[src/rtl/brg_pkg.sv]
package brg_pkg;

    typedef enum logic [1:0] {
        PS_DIV4 = 2'b00,
        PS_DIV1 = 2'b01,
        PS_DIV2 = 2'b10,
        PS_DIV8 = 2'b11
    } presc_e;

    localparam int PRE_CNT_W = 3;

    // Last count value of the prescaler for each ratio code.
    function automatic logic [PRE_CNT_W-1:0] presc_last(presc_e code);
        logic [PRE_CNT_W-1:0] r;
        case (code)
            PS_DIV1: r = 3'd0;
            PS_DIV2: r = 3'd1;
            PS_DIV8: r = 3'd7;
            default: r = 3'd3;
        endcase
        return r;
    endfunction

    typedef struct packed {
        logic pend;   // divisor period ended on this prescaled pulse
        logic fire;   // that end emits a tick
    } div_evt_t;

endpackage

[src/rtl/brg_prescaler.sv]
module brg_prescaler
    import brg_pkg::*;
(
    input  logic       clk,
    input  logic       rst,
    input  logic [1:0] sel_i,
    output logic       pclk_en_o
);

    presc_e                 sel_q;
    logic [PRE_CNT_W-1:0]   cnt_q;
    logic [PRE_CNT_W-1:0]   cnt_last;

    assign cnt_last  = presc_last(sel_q);
    assign pclk_en_o = (cnt_q >= cnt_last);

    always_ff @(posedge clk) begin
        if (rst) begin
            sel_q <= PS_DIV4;
            cnt_q <= '0;
        end else begin
            sel_q <= presc_e'(sel_i);
            cnt_q <= pclk_en_o ? '0 : cnt_q + 1'b1;
        end
    end


    sel_reset_chk: assert property (@(posedge clk) rst |=> (sel_q == PS_DIV4));


    presc_gap_chk: assert property (@(posedge clk) disable iff (rst)
        (pclk_en_o && sel_q != PS_DIV1 && $stable(sel_q)) |=> (!pclk_en_o || sel_q == PS_DIV1));

endmodule

[src/rtl/brg_frac_acc.sv]
module brg_frac_acc #(
    parameter int FRAC_W = 4
) (
    input  logic              clk,
    input  logic              rst,
    input  logic              fire_i,
    input  logic [FRAC_W-1:0] add_i,
    input  logic [FRAC_W-1:0] mul_i,
    output logic              stretch_o
);

    localparam int SUM_W = FRAC_W + 1;

    logic [FRAC_W-1:0] acc_q;
    logic              stretch_q;
    logic              frac_en;
    logic [SUM_W-1:0]  sum;
    logic              wrap;
    logic [SUM_W-1:0]  sum_less;

    assign frac_en   = (add_i != '0) && (add_i < mul_i);
    assign sum       = {1'b0, acc_q} + {1'b0, add_i};
    assign wrap      = (sum >= {1'b0, mul_i});
    assign sum_less  = sum - {1'b0, mul_i};
    assign stretch_o = stretch_q;

    always_ff @(posedge clk) begin
        if (rst || !frac_en) begin
            acc_q     <= '0;
            stretch_q <= 1'b0;
        end else if (fire_i) begin
            if (wrap) begin
                acc_q     <= sum_less[FRAC_W-1:0];
                stretch_q <= 1'b1;
            end else begin
                acc_q     <= sum[FRAC_W-1:0];
                stretch_q <= 1'b0;
            end
        end
    end


    frac_off_chk: assert property (@(posedge clk) disable iff (rst)
        !frac_en |=> !stretch_q);


    frac_hold_chk: assert property (@(posedge clk) disable iff (rst)
        (frac_en && !fire_i) |=> $stable(stretch_q));


    frac_rst_chk: assert property (@(posedge clk) rst |=> (!stretch_q && acc_q == '0));

endmodule

[src/rtl/brg_int_div.sv]
module brg_int_div
    import brg_pkg::*;
#(
    parameter int BYTE_W = 8
) (
    input  logic              clk,
    input  logic              rst,
    input  logic              pclk_en_i,
    input  logic [BYTE_W-1:0] div_hi_i,
    input  logic [BYTE_W-1:0] div_lo_i,
    input  logic              stretch_i,
    output logic              fire_o,
    output logic              tick_o
);

    localparam int DIV_W = 2 * BYTE_W;

    logic [DIV_W-1:0] div_raw;
    logic [DIV_W-1:0] div_last;
    logic [DIV_W-1:0] cnt_q;
    logic             ext_q;
    logic             tick_q;
    div_evt_t         evt;

    assign div_raw  = {div_hi_i, div_lo_i};
    assign div_last = (div_raw == '0) ? '0 : div_raw - 1'b1;

    always_comb begin
        evt.pend = pclk_en_i && (cnt_q >= div_last);
        evt.fire = evt.pend && !(stretch_i && !ext_q);
    end

    assign fire_o = evt.fire;
    assign tick_o = tick_q;

    always_ff @(posedge clk) begin
        if (rst) begin
            cnt_q  <= '0;
            ext_q  <= 1'b0;
            tick_q <= 1'b0;
        end else begin
            tick_q <= evt.fire;
            if (pclk_en_i) begin
                cnt_q <= evt.pend ? '0 : cnt_q + 1'b1;
                if (evt.pend) begin
                    ext_q <= stretch_i && !ext_q;
                end
            end
        end
    end


    tick_rst_chk: assert property (@(posedge clk) rst |=> !tick_q);


    tick_ext_chk: assert property (@(posedge clk) disable iff (rst)
        tick_q |-> !ext_q);


    ext_src_chk: assert property (@(posedge clk) disable iff (rst)
        $rose(ext_q) |-> $past(stretch_i));

endmodule

[src/rtl/baud_tick_gen.sv]
module baud_tick_gen #(
    parameter int BYTE_W = 8,
    parameter int FRAC_W = 4
) (
    input  logic              clk,
    input  logic              rst,
    input  logic [1:0]        presc_sel_i,
    input  logic [BYTE_W-1:0] div_hi_i,
    input  logic [BYTE_W-1:0] div_lo_i,
    input  logic [FRAC_W-1:0] frac_add_i,
    input  logic [FRAC_W-1:0] frac_mul_i,
    output logic              tick_o
);

    logic pclk_en;
    logic fire;
    logic stretch;

    brg_prescaler u_pre (
        .clk       (clk),
        .rst       (rst),
        .sel_i     (presc_sel_i),
        .pclk_en_o (pclk_en)
    );

    brg_int_div #(.BYTE_W(BYTE_W)) u_div (
        .clk       (clk),
        .rst       (rst),
        .pclk_en_i (pclk_en),
        .div_hi_i  (div_hi_i),
        .div_lo_i  (div_lo_i),
        .stretch_i (stretch),
        .fire_o    (fire),
        .tick_o    (tick_o)
    );

    brg_frac_acc #(.FRAC_W(FRAC_W)) u_frac (
        .clk       (clk),
        .rst       (rst),
        .fire_i    (fire),
        .add_i     (frac_add_i),
        .mul_i     (frac_mul_i),
        .stretch_o (stretch)
    );


    tick_src_chk: assert property (@(posedge clk) disable iff (rst)
        tick_o |-> $past(pclk_en));

endmodule

[config.mk]
export PLATFORM = sky130hd
export DESIGN_NAME = baud_tick_gen
export DESIGN_NICKNAME = d
export VERILOG_FILES = /design/src/rtl/brg_pkg.sv /design/src/rtl/brg_prescaler.sv /design/src/rtl/brg_frac_acc.sv /design/src/rtl/brg_int_div.sv /design/src/rtl/baud_tick_gen.sv
export SDC_FILE = /design/constraint.sdc
export NUM_CORES = 1
export LEC_CHECK = 0
export BUFFER_PORTS_ARGS = -buffer_cell sky130_fd_sc_hd__buf_2
export CAP_MARGIN = 15
export CORE_MARGIN = 2
export CORE_UTILIZATION = 25
export DETAILED_ROUTE_END_ITERATION = 8
export GPL_ROUTABILITY_DRIVEN = 0
export GPL_TIMING_DRIVEN = 0
export HOLD_SLACK_MARGIN = 0.08
export PLACE_DENSITY = 0.48
export SLEW_MARGIN = 0
export SYNTH_ARGS = -nofsm -noshare
export SYNTH_HDL_FRONTEND = slang
export SYNTH_SLANG_ARGS = --single-unit
[constraint.sdc]
create_clock -name clk -period 4.84 [get_ports clk]
set_input_delay 0.968 -clock clk [delete_from_list [all_inputs] [get_ports clk]]
set_output_delay 0.968 -clock clk [all_outputs]
set_load 0.01 [all_outputs]
; ---- After elaboration in Yosys (flattened, before gate mapping)
; Cells that the tools add are included.
[totals]
latch_bits = 0
ram_bits = 0
in_bits = 28
word_cells = 36
reg_bits = 28
mem_bits_ro = 0
memories = 0
[op_classes]
bitwise_logic = 0
mux = 5
n_addsub = 5
reduce_logical = 12
n_mul = 0
n_lt_le_gt_ge = 4
eq_ne = 3
shifts = 0
div_mod_pow = 0
[op_table]
columns = cell, n
row1 = two-way mux 16 bit, 2
row2 = "adder 16 x 1 -> 16 bit, second input constant", 1
row3 = >= comparator 16 bit, 1
row4 = zero test 16 bit, 1
row5 = "subtractor 16 x 1 -> 16 bit, second input constant", 1
row6 = case mux 3 bit (3 select lines), 1
row7 = adder 4 x 4 -> 5 bit, 1
row8 = >= comparator 5 x 4 -> 1 bit, 1
row9 = "== test 2 bit, second input constant", 2
row10 = logical AND 1 bit, 4
row11 = < comparator 4 bit, 1
row12 = two-way mux 4 bit, 1
row13 = nonzero test 4 bit, 1
row14 = subtractor 4 bit, 1
row15 = "adder 3 x 1 -> 3 bit, second input constant", 1
row16 = >= comparator 3 bit, 1
row17 = zero test 1 bit, 3
row18 = "== test 2 x 1 -> 1 bit, second input constant", 1
row19 = AND reduction 2 bit, 1
row20 = OR reduction 2 bit, 1
row21 = logical OR 1 bit, 1
row22 = two-way mux 1 bit, 1

; ---- Depth between registers and ports, before layout
; Gate-level depths: netlist (run 1).
[depth]
depth_word = 5
depth_mapped = 13
depth_no_buf = 12

; ---- Hierarchy
; From an unflattened synthesis (run 1), not the netlist that was laid out.
[hier_totals]
hier_cells = 274
area_unflattened_um2 = 2369.8
[by_module_without_submodules]
columns = module, area_per_inst_um2, n_inst, cells_per_inst
row1 = brg_int_div, 1517.7, 1, 186
row2 = brg_frac_acc, 574.3, 1, 62
row3 = brg_prescaler, 277.8, 1, 26

; ---- Worst setup path before layout (run 1)
; No wires, ideal clock.
[synth_path]
kind = in2reg
start = in div_lo_i[5]
end = reg u_div.cnt_q[0]
stages = 12
required_time_ns = 4.704
t_arrival_ns = 3.505
n_path_buf = 1
path_slack_ns = 1.199
cell_sequence = nor4_2 -> nand3_1 -> or3_1 -> xnor2_1 -> nand2_1 -> ha_1 -> nand4_2 -> nor4_2 -> a32oi_2 -> a21oi_2 -> buf_6 -> nor3_2
[synth_via]
elab_chain_len = 5
[synth_lines]
columns = element, line
row1 = "start, declared", baud_tick_gen.sv:9  ; input logic [BYTE_W-1:0] div_lo_i,
row2 = subtractor 16 x 1 -> 16 bit or zero test 16 bit (tied branches), brg_int_div.sv:26  ; assign div_last = (div_raw == '0) ? '0 : div_raw - 1'b1;
row3 = two-way mux 16 bit (*), brg_int_div.sv:26
row4 = >= comparator 16 bit (*), brg_int_div.sv:29  ; evt.pend = pclk_en_i && (cnt_q >= div_last);
row5 = logical AND 1 bit (*), brg_int_div.sv:29
row6 = two-way mux 16 bit (*), brg_int_div.sv:44  ; cnt_q <= evt.pend ? '0 : cnt_q + 1'b1;
row7 = "end signal, assigned", brg_int_div.sv:44
row8 = "end, declared", brg_int_div.sv:20  ; logic [DIV_W-1:0] cnt_q;
; Every way passes the cells marked *; elsewhere a longest branch is shown, timed or not.
; A chain may end at the register's enable or synchronous reset.

; ---- Worst setup path in the final report (run 1)
[layout_path]
start = in div_lo_i[5]
end = reg u_div.cnt_q[13]
; Same word-level chain as after synthesis.

==> reports/metrics.cfg, run 1 <==
[status]
status=complete, no violations

[synthesis]
synthArstFlopShare_pct=0
synth_area_um2=2544
ys_warn_count=0
synth_top_cell_area_share_pct=22.04
synth_area_leaders=dfxtp_1 (22%), ha_1 (18%), nand2_1 (4.9%), xnor2_1 (4.5%), a211oi_2 (3.9%)
post-synth-top-area-cell=dfxtp_1
synthDistinctLibCells=47
syn_nets=365
synth_edf_count=0
ys_ff_latch=28
yosysSeqAreaShare_pct=22.04
synth_top_flop_cell=dfxtp_1
avgSynthCellArea_um2=8.507
synthCells=299

[final_layout]
post-route-cell-area_um2=2922
nets=398
area_delta_synth_final_pct=14.85
diodes=0
multiInputGateArea_um2=1857
instances_no_fill=464
nFillCells=1102
regArea_um2=560.5
drive_above_1_share_pct=16.62

[power_and_ir_drop]
switching_share_pct=35.27
p_leak_nw=1.204
power.switching_w=0.0002471
p_int_w=0.0004535
ir_drop_mv=0.1806
powerDensity_nw_per_um2=239.8
clock_power_share_pct=26.6
comb_power_share_pct=36.5
pwr-share-seq_pct=36.9
p_total_w=0.0007006

[sta]
grt_setup_unrepaired=false
max_freq_mhz=252.9
tightest_slew_ns=0.6625
period_share_pct=81.70
whs_ns=0.4590
drv_slew=0
hold_violations=0
fin_crit_ns=3.954
slew_headroom_pct=55.83
clock_skew_ns=0.007481
setup_violations=0
finalSetupTns_ns=0

[global_routing]
grt_pass1_vias=2088
grt_start_max_net_pins=17
antenna_found_initial=0
grt_pass1_wl_mm=9.680
track_usage_pct=10.55
gr-total-overflow=0

[routing]
dr_total_vias=2247
drt-initial-drc-count=72
drc=0
wl_per_cell_um=12.29
viasPerCell=4.843
drtPass1Iterations=4
postRouteAntennaNets=0
routed_wl_mm=5.703

[clock_network]
path_clk_slew_ns=0.10
cts-resized-gates=0
clk_latency_ns=0.28
cts_root_buffer=clkbuf_8
cts_sinks=28
cts_tree=built
cts_buffers=3
clk_path_buf_depth=2
cts_max_level=1
post_cts.repair.setup_buffers=0
hold_buffers=0

[placed_design]
dp_cells=460
hpwl_mm=4.741
portBuffers=28
placed_area_um2=2850

[worst_setup_path]
crit_type=in -> reg
critical_path_arrival_ns=4.09
rrSetupSlack_ns=2.20
cp-start-kind=input port
r2r-start=u_frac.acc_q[0]
cp-end-kind=flip-flop
crit_top_cell=nor4_2
cpPeakStageDelay_ns=0.48
critPathBufInv=2
critPathSlowestCell=nor4_2
cp.depth=13
r2r_cells=9
path_cells=buf_2, nor4_2, nand3_1, or3_1, xnor2_1, nand2_1, ha_1, nand4_2, nor4_2, a32oi_2, a21oi_2, buf_6, a211oi_2
critical_path.top_delay_family=simple AND/OR/NAND/NOR gates
reg2reg_to=u_frac.acc_q[3]
critPathRequiredTime_ns=4.98
crit_fanout=10

[worst_hold_path]
min_delay_path_depth=1
hold_class=reg -> reg
hold_end=u_pre.cnt_q[0]
min_from=u_pre.cnt_q[0]

[die]
chipWidth_um=104.9
dieArea_um2=11000
fp.dieH_um=104.9
rows=36
io_pins=29
initial_utilization_pct=25.90
fp.coreArea_um2=9819

[flow_run]
drv_cap=0

Yosys cell counts, types with 2 or more instances:
master,n
ha_1,36
nand2_1,33
dfxtp_1,28
inv_1,19
o21ai_0,13
xnor2_1,13
nand3_1,11
o31ai_1,11
or4_1,11
nor2_1,9
a211oi_1,8
a211oi_2,8
a21oi_1,8
nor3_1,8
nand2b_1,7
or3_1,7
mux2i_1,6
xor2_1,6
a21o_1,5
clkbuf_1,5
nand4_1,5
nor2b_1,4
o211ai_1,4
and2_1,3
a21oi_2,2
and3_1,2
buf_2,2
buf_6,2
fa_1,2
nor3_2,2
nor4_1,2
nor4_2,2
cells in the final DEF, fill, tap and decap left out, types with 2 or more instances in the layout:
cell / n
a21o_1: 5
nor2_1: 9
and2_1: 3
a211oi_2: 8
xnor2_1: 13
and3_1: 2
a211oi_1: 8
dfxtp_1: 28
nand2b_1: 7
or3_1: 7
mux2i_1: 6
nand3_1: 11
or4_1: 11
nor3_1: 8
nor2b_1: 4
nand4_1: 5
clkbuf_8: 3
buf_6: 2
fa_1: 2
xor2_1: 6
clkbuf_1: 5
nor4_1: 2
nand2_1: 33
o21ai_0: 13
inv_1: 19
a21oi_1: 8
a21oi_2: 2
ha_1: 36
nor3_2: 2
nor4_2: 2
buf_2: 30
o211ai_1: 4
o31ai_1: 11
stage by stage:
stage	worst slack (ns)	util, %
after floorplan	1.199	-
after global placement	0.6231	29.03
after detailed placement	0.5724	29.03
after CTS	0.8474	29.75
after global routing	0.6268	29.75
final	0.8858	29.75
registers in the layout, indices dropped and copies added (netlist names):
signal            cells
u_pre.cnt_q           3
u_pre.sel_q           2
u_frac.stretch_o      1
u_div.cnt_q          16
u_div.ext_q           1
u_div.tick_o          1
u_frac.acc_q          4
cells by family after synthesis:
| kind of cell | share of synthesized area (%) |
|---|---|
| flip-flops | 22.04 |
| adder cells (fa/ha/maj) | 19.28 |
| multiplexers | 2.361 |
| AO/OA/AOI/OAI | 19.43 |
| AND/OR/NAND/NOR | 25.38 |
| XOR/XNOR | 6.542 |
| buffers and inverters | 4.968 |
power by group through the flow:
stage	registers, W	clock network (W)	logic (W)
6_report	0.000259	0.000186	0.000255
5_1_grt	0.000262	0.000204	0.000294
4_1_cts	0.000259	0.000193	0.000263
3_5_place_dp	0.000265	0	0.000261
3_3_place_gp	0.000265	0	0.000260
2_1_floorplan	0.000261	0	0.000183
worst register-to-register path, delay by kind of cell (launching register included):
kind	cells	cell delay (ns)
adder cells (fa/ha/maj)	3	0.93
AND/OR/NAND/NOR	3	0.82
flip-flops	1	0.33
XOR/XNOR	1	0.24
AO/OA/AOI/OAI	1	0.12
multiplexers	1	0.10
worst max path at each step:
stage,slack (ns),to,startpoint
2_1_floorplan,1.20,u_div.cnt_q[0],div_lo_i[5]
3_3_place_gp,0.62,u_div.cnt_q[0],div_lo_i[5]
3_5_place_dp,0.57,u_div.cnt_q[1],div_lo_i[5]
4_1_cts,0.85,u_div.cnt_q[0],div_lo_i[5]
5_1_grt,0.63,u_div.cnt_q[15],div_lo_i[5]
6_report,0.89,u_div.cnt_q[13],div_lo_i[5]
layout make-up:
type	instances	area share (%)
tap	133	5.696
buffer	10	1.884
inverter	19	2.441
sequential	28	19.19
timing repair buffer	28	4.797
multi-input combinational	242	63.55
clock inverter	1	1.028
clock buffer	3	1.413
layer usage:
| metal | share of wire [%] | GRT usage, % | vias to the layer above |
|---|---|---|---|
| met2 | 47 | 18.65 | 42 |
| met3 | 4.2 | 1.123 | 4 |
| li1 | - | - | 1165 |
| met1 | 48 | 13.91 | 1036 |
| met4 | 0.67 | 2.000 | 0 |
| met5 | 0 | 0 | - |
Note: power is estimated with default switching activity, not from simulation.
==> run 2, diff against run 1 <==
==> constraint.sdc (replaced) <==
create_clock -name clk -period 4.05 [get_ports clk]
set_input_delay 0.81 -clock clk [delete_from_list [all_inputs] [get_ports clk]]
set_output_delay 0.81 -clock clk [all_outputs]
set_load 0.01 [all_outputs]
==> reports/metrics.cfg, run 2 (synthesized netlist as in run 1, its figures left out) <==
[die]
io_pins=29
chipWidth_um=104.9
dieArea_um2=11000
initial_utilization_pct=25.90
fp.dieH_um=104.9
fp.coreArea_um2=9819
rows=36

[power_and_ir_drop]
power.switching_w=0.0002998
powerDensity_nw_per_um2=287.4
clock_power_share_pct=26.5
comb_power_share_pct=36.7
p_int_w=0.0005422
switching_share_pct=35.61
p_total_w=0.0008420
p_leak_nw=1.204
ir_drop_mv=0.2181
pwr-share-seq_pct=36.8

[global_routing]
antenna_found_initial=0
grt_pass1_vias=2088
grt_start_max_net_pins=17
gr-total-overflow=0
grt_pass1_wl_mm=9.680
track_usage_pct=10.55

[worst_setup_path]
reg2reg_to=u_frac.acc_q[3]
critPathBufInv=2
critical_path_arrival_ns=3.85
path_cells=buf_2, nor4_2, nand3_1, or3_1, xnor2_1, nand2_1, ha_1, nand4_2, nor4_2, a32oi_2, a21oi_4, buf_6, a211oi_2
critPathSlowestCell=nor4_2
cp-end-kind=flip-flop
crit_fanout=10
critical_path.top_delay_family=simple AND/OR/NAND/NOR gates
endpoint=u_div.cnt_q[13]
cp.depth=13
critPathLaunch=div_lo_i[5]
cp-start-kind=input port
r2r_cells=9
r2r-start=u_frac.acc_q[0]
crit_type=in -> reg
crit_top_cell=nor4_2
cpPeakStageDelay_ns=0.48
critPathRequiredTime_ns=4.19
rrSetupSlack_ns=1.41

[routing]
drtPass1Iterations=4
drt-initial-drc-count=78
routed_wl_mm=5.736
drc=0
dr_total_vias=2242
viasPerCell=4.832
wl_per_cell_um=12.36
postRouteAntennaNets=0

[sta]
period_share_pct=91.72
grt_setup_unrepaired=false
finalSetupTns_ns=0
max_freq_mhz=269.2
clock_skew_ns=0.007866
drv_slew=0
fin_crit_ns=3.715
setup_violations=0
slew_headroom_pct=55.78
hold_violations=0
tightest_slew_ns=0.6634

[final_layout]
drive_above_1_share_pct=16.62
final_util_pct=29.83
mostFrequentLayoutCell=ha_1
largest_register=u_div.cnt_q
nFillCells=1103
largest_reg_flops=16
final_cell_mix=ha_1 (36), nand2_1 (33), buf_2 (30)
top_regs=u_div.cnt_q (16), u_frac.acc_q (4), u_pre.cnt_q (3)
area_delta_synth_final_pct=15.15
nets=398
post-route-cell-area_um2=2929
diodes=0

[worst_hold_path]
min_from=u_pre.cnt_q[0]
hold_class=reg -> reg

[status]
status=complete, no violations

[clock_network]
cts_buffers=3
cts_sinks=28
cts_tree=built
cts_root_buffer=clkbuf_8
path_clk_slew_ns=0.10
clk_latency_ns=0.28
clk_path_buf_depth=2
cts_max_level=1

[placed_design]
portBuffers=28
hpwl_mm=4.741
placed_area_um2=2850

[flow_run]
drv_cap=0

-- run 2: through the flow --
stage,std cells,worst slack (ns),hold WS (ns)
floorplan,299,0.5668,0.4270
global placement,460,-0.008886,0.4460
detailed placement,460,-0.05956,0.4470
CTS,464,0.2154,0.4628
global route,464,0.1011,0.5054
finish,464,0.3352,0.4590
-- run 2: worst min path at each step --
stage                     endpoint  slack (ns)  cells after the start
global route        u_pre.cnt_q[0]        0.51                      1
CTS                 u_pre.cnt_q[0]        0.46                      1
floorplan           u_pre.cnt_q[0]        0.43                      1
finish              u_pre.cnt_q[0]        0.46                      1
detailed placement  u_pre.cnt_q[0]        0.45                      1
global placement    u_pre.cnt_q[0]        0.45                      1
-- run 2: layer usage --
metal / part of all wire [%] / vias up / GRT usage, %
met5: 0 / - / 0
met4: 0.66 / 0 / 2.000
met3: 3.5 / 4 / 1.123
met2: 48 / 39 / 18.65
met1: 48 / 1030 / 13.91
li1: - / 1169 / -
-- run 2: layout make-up --
type	instances	area [um^2]	area share, %
inverters	19	71.32	2.435
flip-flops and latches	28	560.5	19.14
clock inverters	1	30.03	1.025
plain buffers	10	55.05	1.880
clock buffers	3	41.29	1.410
multi-input cells	242	1864	63.65
repair buffers	28	140.1	4.784
well taps	133	166.4	5.681
-- run 2: power groups by stage --
stage	Clock, W	Sequential, W	Combinational (W)
after CTS	0.000231	0.000310	0.000315
after global placement	0	0.000316	0.000310
final	0.000223	0.000309	0.000309
after detailed placement	0	0.000316	0.000311
after global routing	0.000244	0.000313	0.000354
after floorplan	0	0.000312	0.000219
-- run 2: repair_timing --
action / in CTS / in global routing
setup endpoints to repair: 0 / 3
resized for setup: 0 / 1
hold buffers: 0 / 0
hold endpoints to repair: 0 / 0
setup buffers: 0 / 0
